## src/rtl/mmt_pkg.sv

```systemverilog
package mmt_pkg;

  localparam int CFG_W       = 6;
  localparam int REG_SEL_W   = 3;
  localparam int CFG_POL_BIT = 2;
  localparam int CFG_IEN_BIT = 3;
  localparam logic [CFG_W-1:0] CFG_MASK = 6'b00_1111;

  localparam logic [REG_SEL_W-1:0] SEL_CFG    = 3'd0;
  localparam logic [REG_SEL_W-1:0] SEL_COUNT  = 3'd1;
  localparam logic [REG_SEL_W-1:0] SEL_PERIOD = 3'd2;
  localparam logic [REG_SEL_W-1:0] SEL_WIDTH  = 3'd3;
  localparam logic [REG_SEL_W-1:0] SEL_ENABLE = 3'd4;
  localparam logic [REG_SEL_W-1:0] SEL_STATUS = 3'd5;

  typedef enum logic [1:0] {
    MODE_OFF     = 2'b00,
    MODE_PWM     = 2'b01,
    MODE_CAPTURE = 2'b10,
    MODE_WDOG    = 2'b11
  } timerMode_e;

  // control -> datapath strobes, one set per timer
  typedef struct packed {
    logic       run;
    timerMode_e mode;
    logic       invert;
    logic       wrCount;
    logic       wrPeriod;
    logic       wrWidth;
  } timerStrobe_t;

endpackage

```

## src/rtl/mmt_ctrl.sv

```systemverilog
module mmt_ctrl import mmt_pkg::*; #(
  parameter int NUM_TIMERS = 3,
  parameter int CNT_W      = 32,
  parameter int SEL_W      = 2,
  parameter int CTRL_W     = 6,
  localparam int ADDR_W    = SEL_W + REG_SEL_W
) (
  input  logic                                  clk,
  input  logic                                  rstN,
  input  logic                                  wrEn,
  input  logic [ADDR_W-1:0]                     addr,
  input  logic [CTRL_W-1:0]                     wrData,
  output logic [CNT_W-1:0]                      rdData,
  output timerStrobe_t [NUM_TIMERS-1:0]         strobeVec,
  input  logic [NUM_TIMERS-1:0][CNT_W-1:0]      cntVec,
  input  logic [NUM_TIMERS-1:0][CNT_W-1:0]      perVec,
  input  logic [NUM_TIMERS-1:0][CNT_W-1:0]      widVec,
  input  logic [NUM_TIMERS-1:0]                 evtVec,
  input  logic [NUM_TIMERS-1:0]                 ovfVec,
  output logic [2*NUM_TIMERS-1:0]               statusVec,
  output logic [NUM_TIMERS-1:0]                 irq
);

  logic [SEL_W-1:0]      tIdx;
  logic [REG_SEL_W-1:0]  regSel;
  logic [CFG_W-1:0]      cfgReg [NUM_TIMERS];
  logic [NUM_TIMERS-1:0] enableReg;
  logic [NUM_TIMERS-1:0] pendReg;
  logic [NUM_TIMERS-1:0] ovfReg;
  logic                  statWr;
  logic [NUM_TIMERS-1:0] pendClr;
  logic [NUM_TIMERS-1:0] ovfClr;

  assign tIdx   = addr[ADDR_W-1:REG_SEL_W];
  assign regSel = addr[REG_SEL_W-1:0];

  assign statWr  = wrEn && (regSel == SEL_STATUS);
  assign pendClr = statWr ? wrData[NUM_TIMERS-1:0] : '0;
  assign ovfClr  = statWr ? wrData[2*NUM_TIMERS-1:NUM_TIMERS] : '0;

  always_ff @(posedge clk or negedge rstN) begin
    if (!rstN) begin
      for (int t = 0; t < NUM_TIMERS; t++) cfgReg[t] <= '0;
      enableReg <= '0;
      pendReg   <= '0;
      ovfReg    <= '0;
    end else begin
      for (int t = 0; t < NUM_TIMERS; t++) begin
        if (wrEn && (regSel == SEL_CFG) && (int'(tIdx) == t))
          cfgReg[t] <= wrData[CFG_W-1:0] & CFG_MASK;
      end
      if (wrEn && (regSel == SEL_ENABLE))
        enableReg <= wrData[NUM_TIMERS-1:0];
      // a new event wins over a clear in the same cycle
      pendReg <= (pendReg & ~pendClr) | evtVec;
      ovfReg  <= (ovfReg & ~ovfClr) | ovfVec;
    end
  end

  always_comb begin
    for (int t = 0; t < NUM_TIMERS; t++) begin
      logic hitT;
      hitT = wrEn && (int'(tIdx) == t);
      strobeVec[t].run      = enableReg[t] && (cfgReg[t][1:0] != MODE_OFF);
      strobeVec[t].mode     = timerMode_e'(cfgReg[t][1:0]);
      strobeVec[t].invert   = cfgReg[t][CFG_POL_BIT];
      strobeVec[t].wrCount  = hitT && (regSel == SEL_COUNT);
      strobeVec[t].wrPeriod = hitT && (regSel == SEL_PERIOD);
      strobeVec[t].wrWidth  = hitT && (regSel == SEL_WIDTH);
      irq[t]                = pendReg[t] & cfgReg[t][CFG_IEN_BIT];
    end
  end

  assign statusVec = {ovfReg, pendReg};

  always_comb begin
    rdData = '0;
    case (regSel)
      SEL_ENABLE: rdData[NUM_TIMERS-1:0]   = enableReg;
      SEL_STATUS: rdData[2*NUM_TIMERS-1:0] = {ovfReg, pendReg};
      default: begin
        for (int t = 0; t < NUM_TIMERS; t++) begin
          if (int'(tIdx) == t) begin
            case (regSel)
              SEL_CFG:    rdData[CFG_W-1:0] = cfgReg[t];
              SEL_COUNT:  rdData = cntVec[t];
              SEL_PERIOD: rdData = perVec[t];
              SEL_WIDTH:  rdData = widVec[t];
              default:    rdData = '0;
            endcase
          end
        end
      end
    endcase
  end

endmodule

```

## src/rtl/mmt_datapath.sv

```systemverilog
module mmt_datapath import mmt_pkg::*; #(
  parameter int CNT_W       = 32,
  parameter int SYNC_STAGES = 2
) (
  input  logic             clk,
  input  logic             rstN,
  input  timerStrobe_t     strobe,
  input  logic [CNT_W-1:0] wrData,
  input  logic             pinIn,
  output logic             pinOut,
  output logic             pinOe,
  output logic [CNT_W-1:0] count,
  output logic [CNT_W-1:0] period,
  output logic [CNT_W-1:0] width,
  output logic             evtPulse,
  output logic             ovfPulse
);

  logic [SYNC_STAGES-1:0] syncChain;
  logic                   prevIn;
  logic                   lvl, prevLvl, rise, fall, anyEdge;
  logic [CNT_W-1:0]       hiCnt, hiNext;
  logic                   seenRise, seenNext;
  logic [CNT_W-1:0]       cntNext, perNext, widNext;
  logic                   lastTick;
  logic                   pwmActive;

  generate
    if (SYNC_STAGES == 1) begin : g_sync1
      always_ff @(posedge clk or negedge rstN) begin
        if (!rstN) syncChain <= '0;
        else       syncChain <= pinIn;
      end
    end else begin : g_syncN
      always_ff @(posedge clk or negedge rstN) begin
        if (!rstN) syncChain <= '0;
        else       syncChain <= {syncChain[SYNC_STAGES-2:0], pinIn};
      end
    end
  endgenerate

  always_ff @(posedge clk or negedge rstN) begin
    if (!rstN) prevIn <= 1'b0;
    else       prevIn <= syncChain[SYNC_STAGES-1];
  end

  assign lvl     = syncChain[SYNC_STAGES-1] ^ strobe.invert;
  assign prevLvl = prevIn ^ strobe.invert;
  assign rise    = lvl && !prevLvl;
  assign fall    = !lvl && prevLvl;
  assign anyEdge = lvl ^ prevLvl;

  assign lastTick = (period == '0) || (count >= period - CNT_W'(1));

  always_comb begin
    cntNext  = count;
    perNext  = period;
    widNext  = width;
    hiNext   = hiCnt;
    seenNext = seenRise;
    evtPulse = 1'b0;
    ovfPulse = 1'b0;
    if (!strobe.run) begin
      cntNext  = '0;
      hiNext   = '0;
      seenNext = 1'b0;
    end else begin
      case (strobe.mode)
        MODE_PWM: begin
          if (lastTick) begin
            cntNext  = '0;
            evtPulse = 1'b1;
          end else begin
            cntNext = count + CNT_W'(1);
          end
        end
        MODE_CAPTURE: begin
          cntNext = count + CNT_W'(1);
          if (lvl && !rise) hiNext = hiCnt + CNT_W'(1);
          if (rise) begin
            cntNext  = '0;
            hiNext   = CNT_W'(1);
            seenNext = 1'b1;
            if (seenRise) begin
              perNext  = count + CNT_W'(1);
              evtPulse = 1'b1;
            end
          end
          if (fall) widNext = hiCnt;
        end
        MODE_WDOG: begin
          if (anyEdge) begin
            cntNext = '0;
          end else if (lastTick) begin
            cntNext  = '0;
            evtPulse = 1'b1;
            ovfPulse = 1'b1;
          end else begin
            cntNext = count + CNT_W'(1);
          end
        end
        default: cntNext = '0;
      endcase
      if (strobe.wrCount) cntNext = wrData;
    end
    if (strobe.wrPeriod) perNext = wrData;
    if (strobe.wrWidth)  widNext = wrData;
  end

  always_ff @(posedge clk or negedge rstN) begin
    if (!rstN) begin
      count    <= '0;
      period   <= '0;
      width    <= '0;
      hiCnt    <= '0;
      seenRise <= 1'b0;
    end else begin
      count    <= cntNext;
      period   <= perNext;
      width    <= widNext;
      hiCnt    <= hiNext;
      seenRise <= seenNext;
    end
  end

  assign pwmActive = strobe.run && (strobe.mode == MODE_PWM);
  assign pinOe     = pwmActive;
  assign pinOut    = pwmActive && ((count < width) ^ strobe.invert);

endmodule

```

## src/rtl/multimode_timer.sv

```systemverilog
module multimode_timer import mmt_pkg::*; #(
  parameter int NUM_TIMERS  = 3,
  parameter int CNT_W       = 32,
  parameter int SYNC_STAGES = 2,
  localparam int SEL_W      = (NUM_TIMERS > 1) ? $clog2(NUM_TIMERS) : 1,
  localparam int ADDR_W     = SEL_W + REG_SEL_W
) (
  input  logic                  clk,
  input  logic                  rstN,
  input  logic                  wrEn,
  input  logic [ADDR_W-1:0]     addr,
  input  logic [CNT_W-1:0]      wrData,
  output logic [CNT_W-1:0]      rdData,
  input  logic [NUM_TIMERS-1:0] pinIn,
  output logic [NUM_TIMERS-1:0] pinOut,
  output logic [NUM_TIMERS-1:0] pinOe,
  output logic [NUM_TIMERS-1:0] irq
);

  localparam int CTRL_W = (2*NUM_TIMERS > CFG_W) ? 2*NUM_TIMERS : CFG_W;

  timerStrobe_t [NUM_TIMERS-1:0]     strobeVec;
  logic [NUM_TIMERS-1:0][CNT_W-1:0]  cntVec, perVec, widVec;
  logic [NUM_TIMERS-1:0]             evtVec, ovfVec;
  logic [2*NUM_TIMERS-1:0]           statusVec;
  logic [NUM_TIMERS-1:0]             runVec;
  timerMode_e [NUM_TIMERS-1:0]       modeVec;

  mmt_ctrl #(
    .NUM_TIMERS(NUM_TIMERS), .CNT_W(CNT_W), .SEL_W(SEL_W), .CTRL_W(CTRL_W)
  ) u_ctrl (
    .clk(clk), .rstN(rstN), .wrEn(wrEn), .addr(addr),
    .wrData(wrData[CTRL_W-1:0]), .rdData(rdData),
    .strobeVec(strobeVec), .cntVec(cntVec), .perVec(perVec), .widVec(widVec),
    .evtVec(evtVec), .ovfVec(ovfVec), .statusVec(statusVec), .irq(irq)
  );

  for (genvar t = 0; t < NUM_TIMERS; t++) begin : g_timer
    mmt_datapath #(.CNT_W(CNT_W), .SYNC_STAGES(SYNC_STAGES)) u_datapath (
      .clk(clk), .rstN(rstN), .strobe(strobeVec[t]), .wrData(wrData),
      .pinIn(pinIn[t]), .pinOut(pinOut[t]), .pinOe(pinOe[t]),
      .count(cntVec[t]), .period(perVec[t]), .width(widVec[t]),
      .evtPulse(evtVec[t]), .ovfPulse(ovfVec[t])
    );
    assign runVec[t]  = strobeVec[t].run;
    assign modeVec[t] = strobeVec[t].mode;
  end

endmodule

```

## config.mk

```make
export PLATFORM = sky130hd
export DESIGN_NAME = multimode_timer
export DESIGN_NICKNAME = d
export VERILOG_FILES = /design/src/rtl/mmt_pkg.sv /design/src/rtl/mmt_ctrl.sv /design/src/rtl/mmt_datapath.sv /design/src/rtl/multimode_timer.sv
export SDC_FILE = /design/constraint.sdc
export NUM_CORES = 1
export LEC_CHECK = 0
export ABC_AREA = 0
export ABC_CLOCK_PERIOD_IN_PS = 5200
export BUFFER_PORTS_ARGS = -buffer_cell sky130_fd_sc_hd__clkbuf_2
export CAP_MARGIN = 20
export CORE_UTILIZATION = 30
export DETAILED_ROUTE_END_ITERATION = 8
export PLACE_DENSITY = 0.43
export SLEW_MARGIN = 25
export SYNTH_ARGS = -nofsm -noshare
export SYNTH_HDL_FRONTEND = slang
export SYNTH_SLANG_ARGS = --single-unit
export TNS_END_PERCENT = 5
```

## constraint.sdc

```tcl
create_clock -name clk -period 5.2 [get_ports clk]
set_input_delay 0.78 -clock clk [delete_from_list [all_inputs] [get_ports clk]]
set_output_delay 0.78 -clock clk [all_outputs]
set_load 0.01 [all_outputs]
```

==> flow_metrics.py <==
metrics = {
    "timing": {
        "final_hold_viol_count": 0,
        "slew_headroom_pct": 31.3,
        "rsz0062_at_grt": "false",
        "setup_tns_ps": 0,
        "skew_ps": 24.6,
        "drv_slew": 0,
        "fin_crit_ps": 4810,
        "setup_viol": 0,
        "worstMarginPinSlew_ps": 1020,
        "post-route-period-util_pct": 92.5,
        "fmax_ghz": 0.208,
        "setup_slack_ps": 389,
    },
    "critical_path": {
        "crit_required_ps": 5750,
        "crit_path_end": "g_timer[2].u_datapath.count[9]",
        "crit_chain": "inv_1 > ha_1 > or4b_1 > or2_2 > nand3b_4 > nor4_4 > nand2_1 > xor2_1 > ha_1 > nand4_1 > nor4_1 > a221oi_1 > o21ai_0 > a211oi_2 > nand3_4 > o31ai_1",
        "arrival_ps": 5360,
        "crit_path_end_kind": "flip-flop",
        "crit_fanout": 32,
        "crit_path_frequent_cell": "ha_1",
        "reg2regPathDepth": 16,
        "crit_path_start_kind": "flip-flop",
        "timing.rr.start": "g_timer[2].u_datapath.period[0]",
        "cpPeakStageDelay_ps": 520,
        "startpoint": "g_timer[2].u_datapath.period[0]",
        "ff2ff_setup_slack_ps": 390,
        "rr_endpoint": "g_timer[2].u_datapath.count[9]",
        "cp_slowest_cell": "or4b_1",
        "path_class": "flip-flop to flip-flop",
    },
    "min_path": {
        "hold_class": "input port to asynchronous set/reset pin",
    },
    "logic_synthesis": {
        "synth_seq_area_share_pct": 35.0,
        "ys_types": 79,
        "yosysTopAreaCell": "dfrtp_1",
        "async_reset_ff_share_pct": 100,
        "synthCells": 3536,
        "synthFlopType": "dfrtp_1",
        "synth_area_sq_mm": 0.0298,
        "yosys_warnings": 0,
        "synth_edf_count": 0,
        "synth-seq-cells": 417,
        "yosys.area.top_type_share_pct": 35.0,
        "syn_avg_cell_area_sq_um": 8.43,
        "yosys-top-cells-area": "dfrtp_1, ha_1, o21ai_0",
        "syn-num-nets": 3783,
    },
    "clock_network": {
        "cts_num_sinks": 417,
        "cts_hold_buf": 0,
        "cts_setup_buffers": 0,
        "numCtsBuffers": 54,
        "cts_tree": "done",
        "clockRootBuffer": "clkbuf_16",
        "htreeDepth": 2,
        "clock_path_buffers": 3,
        "path_clk_slew_ps": 60,
        "cts-resized-gates": 0,
        "clkLatencyLatePin_ps": 650,
    },
    "status": {
        "status": "finished clean",
    },
    "placed_design": {
        "placed_cell_area_sq_mm": 0.0317,
        "hpwl_um": 90500,
        "gp_congestion": 0.891,
        "io_buffers": 83,
        "pre_cts_slack_ps": 363,
    },
    "layout": {
        "fill_cells": 10388,
        "seq_area_sq_mm": 0.0104,
        "stdcell_area_sq_mm": 0.0334,
        "final_common_cell": "nand2_1",
        "multi_input_area_sq_mm": 0.0180,
        "fin_util_pct": 34.0,
        "fin_nets": 3764,
        "drive_gt1_share_pct": 9.62,
        "final_cell_mix": "nand2_1, dfrtp_1, o21ai_0",
        "area_growth_pct": 12.2,
    },
    "global_routing": {
        "grt_overflow_total": 0,
        "grt_pass1_wl_um": 185000,
        "track_usage_pct": 25.0,
        "antenna_found_initial": 7,
        "grt_pass1_vias": 25850,
        "grt_max_degree": 104,
    },
    "detailed_routing": {
        "postRouteAntennaNets": 0,
        "drc_errors": 0,
        "viasPerCell": 5.51,
        "num_vias": 26680,
        "drt_iter0_drc": 2534,
        "drt-total-wl_um": 125000,
        "wl_per_cell_um": 25.9,
        "first_pass_iters": 5,
    },
    "die": {
        "core-area_sq_mm": 0.0984,
        "die_area_sq_mm": 0.101,
        "die_y_um": 317,
        "initial_utilization_pct": 30.3,
        "rows": 115,
        "die_w_um": 317,
        "io_pins": 84,
    },
    "power": {
        "p_leak_uw": 0.0144,
        "ir_worst_vdd_uv": 203,
        "power_density_mw_per_mm2": 354,
        "finalPower_uw": 11900,
    },
    "flow_run": {
        "cap_violations": 0,
    },
}
worst max-delay path, delay by kind of cell (launching register included):
family	cells	cell delay, ps
AOI/OAI and AO/OA	4	1170
xor gates and xnor gates	1	160
adders and majority gates	2	510
buffers and inverters	1	110
DFF	1	420
and+or+nand+nor	8	2300
area by class of cell:
type | instances | area share [%]
clock buffers | 75 | 4.58
inverters | 157 | 1.76
diodes | 1 | 0.00748
well taps | 1287 | 4.81
repair buffers | 154 | 3.17
multi-input cells | 2733 | 53.8
flip-flops and latches | 417 | 31.2
clock inverters | 20 | 0.632
stage by stage:
stage | cells | hold slack, ps
3_3_place_gp | 4748 | 338
5_1_grt | 4843 | 196
3_5_place_dp | 4748 | 345
4_1_cts | 4843 | 187
2_1_floorplan | 3536 | 331
6_report | 4844 | 168
layer usage:
layer	track usage (%)	share of wire, %	vias up
met5	0	0	-
met4	6.55	2.8	0
met3	4.09	6.3	136
met2	37.8	43	798
met1	36.6	48	13168
li1	-	-	12578
synth_stat cells (all sizes together), types with 37 or more instances:
| master | n |
|---|---|
| a21o | 45 |
| nor4 | 40 |
| a22oi | 52 |
| a221oi | 51 |
| mux2 | 40 |
| o21ai | 375 |
| nand4 | 68 |
| ha | 204 |
| xnor2 | 145 |
| nor2 | 289 |
| nor3 | 67 |
| and3 | 37 |
| inv | 157 |
| xor2 | 106 |
| nand2 | 463 |
| nand3 | 77 |
| clkbuf | 196 |
| dfrtp | 417 |
| mux2i | 138 |
| a21oi | 208 |
logic make-up (layout without fill, tap and decap cells):
logic type | count (synthesis) | in the layout | share of synthesized area [%]
simple gates | 1169 | 1169 | 18.3
compound gates | 927 | 927 | 19.3
flops | 417 | 417 | 35.0
buf+inv | 386 | 406 | 5.10
xor+xnor | 251 | 251 | 7.37
fa+ha+maj | 204 | 204 | 8.56
mux | 182 | 182 | 6.44
other cells | 0 | 1 | 0
how the worst min path moves through the flow:
| stage | start | endpoint | slack, ps |
|---|---|---|---|
| 3_5_place_dp | g_timer[2].u_datapath.syncChain[0] | g_timer[2].u_datapath.syncChain[1] | 350 |
| 6_report | rstN | g_timer[1].u_datapath.hiCnt[2] | 170 |
| 2_1_floorplan | g_timer[0].u_datapath.syncChain[0] | g_timer[0].u_datapath.syncChain[1] | 330 |
| 4_1_cts | rstN | g_timer[1].u_datapath.hiCnt[2] | 190 |
| 3_3_place_gp | g_timer[2].u_datapath.syncChain[0] | g_timer[2].u_datapath.syncChain[1] | 340 |
| 5_1_grt | rstN | g_timer[1].u_datapath.width[2] | 200 |
power breakdown:
part           leakage [uW]  switching, uW  internal (uW)  total, uW
Sequential          0.00534           1030           3860       4890
Clock              0.000870           1610           2240       3850
Combinational       0.00820           1840           1270       3110
Total                0.0144           4490           7370      11900
sequential cells by signal (all words and copies together) (netlist names):
signal,flops
g_timer.u_datapath.width,96
g_timer.u_datapath.count,96
g_timer.u_datapath.hiCnt,96
u_ctrl.ovfReg,3
u_ctrl.cfgReg,3
g_timer.u_datapath.period,96
u_ctrl.enableReg,3
g_timer.u_datapath.prevIn,3
g_timer.u_datapath.seenRise,3
g_timer.u_datapath.syncChain,6
u_ctrl.strobeVec,9
u_ctrl.pendReg,3
Power figures use the tool's default switching activity.
